$ cat src/rtl/mnseq_pkg.sv
package mnseq_pkg;

    parameter int UA_W   = 6;
    parameter int NA_W   = 5;
    parameter int RS_W   = 4;
    parameter int NREG   = 16;
    parameter int ALU_W  = 4;
    parameter int FSEL_W = 2;
    localparam int UDEPTH = 1 << UA_W;
    localparam int NDEPTH = 1 << NA_W;
    localparam int NW     = NREG + ALU_W;

    typedef enum logic [1:0] {
        NX_SEQ  = 2'd0,
        NX_JMP  = 2'd1,
        NX_CJMP = 2'd2,
        NX_END  = 2'd3
    } nxt_e;

    typedef struct packed {
        nxt_e               nxt;
        logic [FSEL_W-1:0]  fsel;
        logic [UA_W-1:0]    tgt;
        logic [NA_W-1:0]    nptr;
        logic [RS_W-1:0]    rsel;
    } uword_t;

    localparam int UW = $bits(uword_t);

    typedef enum logic [1:0] {
        ST_FETCH = 2'd0,
        ST_EA    = 2'd1,
        ST_OP    = 2'd2
    } seq_state_e;

    // Example microprogram; every word points at nanoword (addr mod 32)
    // and selects register addr[3:0]. Unlisted words end the routine.
    function automatic logic [UDEPTH*UW-1:0] build_urom();
        logic [UDEPTH*UW-1:0] img;
        uword_t w;
        img = '0;
        for (int a = 0; a < UDEPTH; a++) begin
            w.nxt  = NX_END;
            w.fsel = '0;
            w.tgt  = '0;
            w.nptr = NA_W'(a);
            w.rsel = RS_W'(a);
            if (a == 2 || a == 5 || a == 45 || a == 48) w.nxt = NX_SEQ;
            if (a == 4) begin
                w.nxt = NX_JMP;
                w.tgt = UA_W'(6);
            end
            if (a == 8) begin
                w.nxt  = NX_CJMP;
                w.fsel = FSEL_W'(0);
                w.tgt  = UA_W'(10);
            end
            if (a == 44) begin
                w.nxt  = NX_CJMP;
                w.fsel = FSEL_W'(2);
                w.tgt  = UA_W'(47);
            end
            if (a >= 16 && a < 44 && (a % 4) == 0) w.nxt = NX_SEQ;
            img[a*UW +: UW] = w;
        end
        return img;
    endfunction

    // Nanoword p: one-hot enable of register p mod 16, ALU select
    // {p[4],p[2:0]}; pointer 0 is the all-zero no-operation word.
    function automatic logic [NDEPTH*NW-1:0] build_nrom();
        logic [NDEPTH*NW-1:0] img;
        logic [NW-1:0] w;
        logic [NA_W-1:0] pb;
        img = '0;
        for (int p = 1; p < NDEPTH; p++) begin
            pb = NA_W'(p);
            w = '0;
            w[NW-1 -: NREG] = NREG'(1) << (p % NREG);
            w[ALU_W-1:0]    = {pb[NA_W-1], pb[ALU_W-2:0]};
            img[p*NW +: NW] = w;
        end
        return img;
    endfunction

endpackage

$ cat src/rtl/mnseq_opdec.sv
module mnseq_opdec #(
    parameter int OPC_W     = 8,
    parameter int UA_W      = 6,
    parameter int MODE_W    = 2,
    parameter int OPS_W     = 3,
    parameter logic [(1<<MODE_W)*UA_W-1:0] EA_TAB = {6'd8, 6'd4, 6'd2, 6'd1},
    parameter int OP_BASE   = 16,
    parameter int OP_STRIDE = 4
) (
    input  logic [OPC_W-1:0] opcode,
    output logic [UA_W-1:0]  ea_start,
    output logic [UA_W-1:0]  op_start
);
    logic [MODE_W-1:0] mode;
    logic [OPS_W-1:0]  opk;
    logic              unused_mid;

    assign mode       = opcode[OPC_W-1 -: MODE_W];
    assign opk        = opcode[OPS_W-1:0];
    assign unused_mid = ^opcode[OPC_W-MODE_W-1:OPS_W];

    assign ea_start = EA_TAB[int'(mode)*UA_W +: UA_W];
    assign op_start = UA_W'(OP_BASE + OP_STRIDE * int'(opk));

endmodule

$ cat src/rtl/mnseq_urom.sv
module mnseq_urom
    import mnseq_pkg::*;
#(
    parameter logic [UDEPTH*UW-1:0] INIT = build_urom()
) (
    input  logic [UA_W-1:0] addr,
    output uword_t          word
);
    assign word = uword_t'(INIT[int'(addr)*UW +: UW]);
endmodule

$ cat src/rtl/mnseq_nstage.sv
module mnseq_nstage
    import mnseq_pkg::*;
#(
    parameter logic [NDEPTH*NW-1:0] INIT = build_nrom()
) (
    input  logic             clk,
    input  logic             rst_n,
    input  logic             active,
    input  logic [NA_W-1:0]  nptr,
    input  logic [RS_W-1:0]  rsel,
    output logic [NREG-1:0]  reg_en,
    output logic [ALU_W-1:0] alu_sel,
    output logic [NREG-1:0]  rd_sel
);
    logic [NW-1:0]   nword;
    logic [NREG-1:0] rs_dec;

    assign nword = INIT[int'(nptr)*NW +: NW];

    for (genvar g = 0; g < NREG; g++) begin : g_rsdec
        assign rs_dec[g] = (rsel == RS_W'(g));
    end

    always_ff @(posedge clk) begin
        if (!rst_n) begin
            reg_en  <= '0;
            alu_sel <= '0;
            rd_sel  <= '0;
        end else if (active) begin
            reg_en  <= nword[NW-1 -: NREG];
            alu_sel <= nword[ALU_W-1:0];
            rd_sel  <= rs_dec;
        end else begin
            reg_en  <= '0;
            alu_sel <= '0;
            rd_sel  <= '0;
        end
    end

    assert_idle_zero_R6: assert property (@(posedge clk) disable iff (!rst_n)
        !$past(active) |-> (reg_en == '0 && alu_sel == '0));

    assert_rdsel_onehot_R7: assert property (@(posedge clk) disable iff (!rst_n)
        $onehot0(rd_sel));

endmodule

$ cat src/rtl/mnseq_top.sv
module mnseq_top
    import mnseq_pkg::*;
#(
    parameter int OPC_W     = 8,
    parameter int FLAG_W    = 1 << FSEL_W,
    parameter int IRQ_ENTRY = 48,
    parameter logic [UDEPTH*UW-1:0] UROM_INIT = build_urom(),
    parameter logic [NDEPTH*NW-1:0] NROM_INIT = build_nrom()
) (
    input  logic              clk,
    input  logic              rst_n,
    input  logic              q_valid,
    input  logic [OPC_W-1:0]  q_opcode,
    output logic              q_pop,
    input  logic              irq_pend,
    output logic              irq_ack,
    input  logic [FLAG_W-1:0] cond_flags,
    output logic [UA_W-1:0]   uaddr,
    output logic [NREG-1:0]   reg_en,
    output logic [ALU_W-1:0]  alu_sel,
    output logic [NREG-1:0]   rd_sel
);
    seq_state_e      state, state_n;
    logic [UA_W-1:0] upc, upc_n;
    logic [UA_W-1:0] opst, opst_n;
    logic [UA_W-1:0] ea_start, op_start;
    logic [UA_W-1:0] upc_inc;
    logic            exec;
    logic            flag_hit;
    uword_t          uw;

    mnseq_opdec #(.OPC_W(OPC_W), .UA_W(UA_W)) u_dec (
        .opcode   (q_opcode),
        .ea_start (ea_start),
        .op_start (op_start)
    );

    mnseq_urom #(.INIT(UROM_INIT)) u_urom (
        .addr (upc),
        .word (uw)
    );

    mnseq_nstage #(.INIT(NROM_INIT)) u_nano (
        .clk     (clk),
        .rst_n   (rst_n),
        .active  (exec),
        .nptr    (uw.nptr),
        .rsel    (uw.rsel),
        .reg_en  (reg_en),
        .alu_sel (alu_sel),
        .rd_sel  (rd_sel)
    );

    assign exec     = (state != ST_FETCH);
    assign upc_inc  = UA_W'(upc + 1'b1);
    assign flag_hit = cond_flags[uw.fsel];
    assign uaddr    = upc;

    // State register
    always_ff @(posedge clk) begin
        if (!rst_n) begin
            state <= ST_FETCH;
            upc   <= '0;
            opst  <= '0;
        end else begin
            state <= state_n;
            upc   <= upc_n;
            opst  <= opst_n;
        end
    end

    // Next state and next microaddress
    always_comb begin
        state_n = state;
        upc_n   = upc;
        opst_n  = opst;
        unique case (state)
            ST_FETCH: begin
                if (irq_pend) begin
                    upc_n   = UA_W'(IRQ_ENTRY);
                    state_n = ST_OP;
                end else if (q_valid) begin
                    upc_n   = ea_start;
                    opst_n  = op_start;
                    state_n = ST_EA;
                end
            end
            ST_EA, ST_OP: begin
                unique case (uw.nxt)
                    NX_SEQ:  upc_n = upc_inc;
                    NX_JMP:  upc_n = uw.tgt;
                    NX_CJMP: upc_n = flag_hit ? uw.tgt : upc_inc;
                    NX_END: begin
                        if (state == ST_EA) begin
                            upc_n   = opst;
                            state_n = ST_OP;
                        end else begin
                            upc_n   = '0;
                            state_n = ST_FETCH;
                        end
                    end
                endcase
            end
            default: begin
                upc_n   = '0;
                state_n = ST_FETCH;
            end
        endcase
    end

    // Boundary handshake outputs
    always_comb begin
        q_pop   = 1'b0;
        irq_ack = 1'b0;
        unique case (state)
            ST_FETCH: begin
                irq_ack = irq_pend;
                q_pop   = q_valid && !irq_pend;
            end
            default: begin
                q_pop   = 1'b0;
                irq_ack = 1'b0;
            end
        endcase
    end

    assert_pop_needs_valid_R2: assert property (@(posedge clk) disable iff (!rst_n)
        q_pop |-> q_valid);

    assert_cjmp_taken_R5: assert property (@(posedge clk) disable iff (!rst_n)
        (exec && uw.nxt == NX_CJMP && cond_flags[uw.fsel]) |=> (uaddr == $past(uw.tgt)));

    assert_irq_vector_R9: assert property (@(posedge clk) disable iff (!rst_n)
        irq_ack |=> (uaddr == UA_W'(IRQ_ENTRY)));

    assert_ack_pop_excl_R9: assert property (@(posedge clk) disable iff (!rst_n)
        !(irq_ack && q_pop));

    assert_no_mid_accept_R10: assert property (@(posedge clk) disable iff (!rst_n)
        exec |-> (!irq_ack && !q_pop));

endmodule

$ cat config.mk
export PLATFORM = sky130hd
export DESIGN_NAME = mnseq_top
export DESIGN_NICKNAME = d
export VERILOG_FILES = /design/src/rtl/mnseq_pkg.sv /design/src/rtl/mnseq_opdec.sv /design/src/rtl/mnseq_urom.sv /design/src/rtl/mnseq_nstage.sv /design/src/rtl/mnseq_top.sv
export SDC_FILE = /design/constraint.sdc
export NUM_CORES = 1
export LEC_CHECK = 0
export BUFFER_PORTS_ARGS = -buffer_cell sky130_fd_sc_hd__buf_2
export CORE_MARGIN = 2
export CORE_UTILIZATION = 45
export DETAILED_ROUTE_END_ITERATION = 8
export GPL_ROUTABILITY_DRIVEN = 0
export PLACE_DENSITY = 0.73
export SYNTH_ARGS = -nofsm -noshare
export SYNTH_HDL_FRONTEND = slang
export SYNTH_SLANG_ARGS = --single-unit
$ cat constraint.sdc
create_clock -name clk -period 2.05 [get_ports clk]
set_input_delay 0.615 -clock clk [delete_from_list [all_inputs] [get_ports clk]]
set_output_delay 0.615 -clock clk [all_outputs]
set_load 0.005 [all_outputs]
==> metrics <==
vias in the first global route=approximately 1,800; post-synthesis sequential area ratio=0.437; Critical Path RT=2.30 ns; skew final=0.00851 ns; Via-to-Cell Ratio=5.09; Ant. Diodes=0; fmax=506 MHz; CTS Hold Buffers Added=0; Worst Setup SP=uaddr[1]$_SDFFE_PN0P_; reg-to-reg critical path startpoint=uaddr[1]$_SDFFE_PN0P_; Critical Path Sink=uaddr[1]$_SDFFE_PN0P_; Worst-Margin Slew=0.488 ns; Worst-path clk slew=approximately 0.1 ns; total number of H-tree levels=2; # rows=25; Yosys cell types=53; Leak Pwr=1.40 nW; Max-Cap Viols=0; Die X=between 70 and 80 um; EDFF count, synth=0; worst hold path type=input pin to register; startpoint type of the worst setup path=register; layout cell share with drive strength beyond 1=0.401; Synth Instances=241; Wirelength per Cell=about 14 um; CTS buffer count=5; Finish-stage setup viols=0; Final Hold Viols=0; Final ANT Viol Nets=0; PortBufs=54; Mapped Area=2200 sq um; worst vdd ir=0.454 mV; post-synthesis register bit count=48; Rel. slew slack=0.674; CP Depth=9; mean area per synthesized cell=9.13 sq um; Worst Path Buf+Inv=2; Reg area=970 sq um; CP top delay family=simple AND/OR/NAND/NOR gates; Clock Path Buffers=2; Tmin final=1.98 ns; fin nets=354; Primary FF master, synth=dfxtp_1; source-to-sink clock delay at the later pin of the worst-skew pair=around 0.31 ns; clock root buffer=clkbuf_8; worst path arrival time=2.23 ns; status=finished, final reports clean; fin. max-slew vios=0; Tot Pwr=~2.7 mW; Async SR Flop Fraction=0; CP peak stage delay=0.35 ns; die area=approximately 5500 sq um; Post-route DRC=0; grt ovf=0; clock sink total=48; reg-to-reg slack, setup=between 0.07 and 0.08 ns; yosys synthesis warning count=0; kind of critical path=register to register; final setup TNS=0 ns; Die Y=~74 um; Area Growth Syn to Fin=34.8%; clock tree from TritonCTS=done; largest net degree at the start of global routing=17; commonest non-fill, non-tap cell in the layout=buf_2; DR vias=2,016; Critical Path Fanout Max=4; worst r2r dst=uaddr[1]$_SDFFE_PN0P_; core area=between 4000 and 5000 sq um; DRT Wirelength=between 5000 and 6000 um; Power Density=~900 nW/um^2; first-pass iteration count of the detailed router=4; CP Cell Sequence=inv_1 -> buf_4 -> ha_1 -> nor2b_4 -> and3_4 -> mux2_2 -> nand2b_1 -> a21oi_1 -> o21a_1; multi-input logic area=1170 sq um; crit end category=register; RSZ-0062 raised after global routing=yes; Iter 0 DRT Violations=113; initial antenna violation count=0; commonest cells after routing, fill and taps aside=54 x buf_2, 43 x dfxtp_1, 43 x buf_4, 24 x nor2_1, 19 x nand2_1; All-Layer GR Usage=0.199; initial core utilization=0.466; HPWL Detailed=4000 um; Slowest-stage cell, CP=dfxtp_2; Final period util=0.965; R2R cell count=9; first-pass GRT wire length=approximately 8300 um; IO Count=60; Filler cells=approximately 400; Net Count, Synth=267
-- area by class of cell --
type | count | share of cell area
tap | 67 | 0.0283
multi-input combinational | 168 | 0.395
clock buffer | 5 | 0.0232
sequential | 48 | 0.327
inverter | 8 | 0.0101
clock inverter | 3 | 0.0160
timing repair buffer | 97 | 0.200
-- cells in the mapped netlist, drive strengths merged (3+ instances only) --
cell type	instances	area [sq um]
and2	8	52.6
nand3b	3	35.0
nor3b	4	30.0
a21boi	3	26.3
nor3	8	40.0
clkbuf	7	26.3
a32o	4	40.0
nand2b	3	18.8
xnor2	3	26.3
nor2	24	90.1
inv	8	30.0
mux2i	4	40.0
dfxtp	48	961
o21ai	11	58.8
nand3	8	40.0
nor2b	11	71.3
buf	10	78.8
a21oi	8	40.0
nand2	20	77.6
and3	6	37.5
ha	10	125
-- repair_timing --
action | 4_1_cts | 5_1_grt
setup buffers | 0 | 5
gates cloned | 0 | 0
endpoints found under the setup margin | 5 | 8
resized for setup | 10 | 13
pin swaps | 0 | 4
-- power by group --
group,switching [mW],internal [mW],leakage [nW],total [mW]
logic,0.466,0.456,0.950,0.922
clock network,0.340,0.368,0.0583,0.708
registers,0.0536,0.981,0.391,1.03
-- worst min-delay path by stage --
stage | from | endpoint | slack, ns | depth (start not counted)
after global routing | q_opcode[2] | opst[4]$_SDFFE_PN0P_ | 0.49 | 2
after detailed placement | state[1]$_SDFFE_PN0P_ | state[1]$_SDFFE_PN0P_ | 0.50 | 2
final | q_opcode[2] | opst[4]$_SDFFE_PN0P_ | 0.48 | 2
after CTS | q_opcode[2] | opst[4]$_SDFFE_PN0P_ | 0.48 | 2
after global placement | state[1]$_SDFFE_PN0P_ | state[1]$_SDFFE_PN0P_ | 0.49 | 2
after floorplan | state[1]$_SDFFE_PN0P_ | state[1]$_SDFFE_PN0P_ | 0.47 | 2
-- logic make-up (layout without fill, tap and decap cells) --
family,after synthesis,count (layout),synth area share
buffers and inverters,25,113,0.0614
muxes,6,6,0.0301
DFF,48,48,0.437
xor gates and xnor gates,4,4,0.0159
and+or+nand+nor,101,101,0.245
AOI/OAI and AO/OA,47,47,0.154
adders and majority gates,10,10,0.0569
-- worst reg2reg max path: cells and delay by family (launching register included) --
family	cells	cell delay, ns
simple gates	3	0.54
flops	1	0.35
mux	1	0.35
compound gates	2	0.26
buf+inv	2	0.24
fa+ha+maj	1	0.18
-- registers in the layout, indices dropped and copies added (netlist names) --
signal	flops
u_nano.alu_sel	4
uaddr	6
state	2
u_nano.rd_sel	16
opst	4
u_nano.reg_en	16
-- stage by stage --
step	util	setup WS (ns)	cells	area, sq um	hold slack, ns
after floorplan	-	0.0367	241	2200	0.472
after global placement	0.581	-0.0354	384	2740	0.490
after detailed placement	0.581	-0.0892	384	2740	0.500
after CTS	0.610	0.00433	392	2880	0.480
after global routing	0.628	-0.0174	396	2960	0.489
final	0.628	0.0718	396	2960	0.477
-- per-layer routing --
metal / GRT usage / vias up / wire length (um)
li1: - / 1010 / -
met1: 0.248 / 928 / 2350
met2: 0.332 / 70 / 2650
met3: 0.0494 / 8 / 313
met4: 0.0727 / 0 / 75
met5: 0 / - / 0
(Power assumes the default switching activity.)
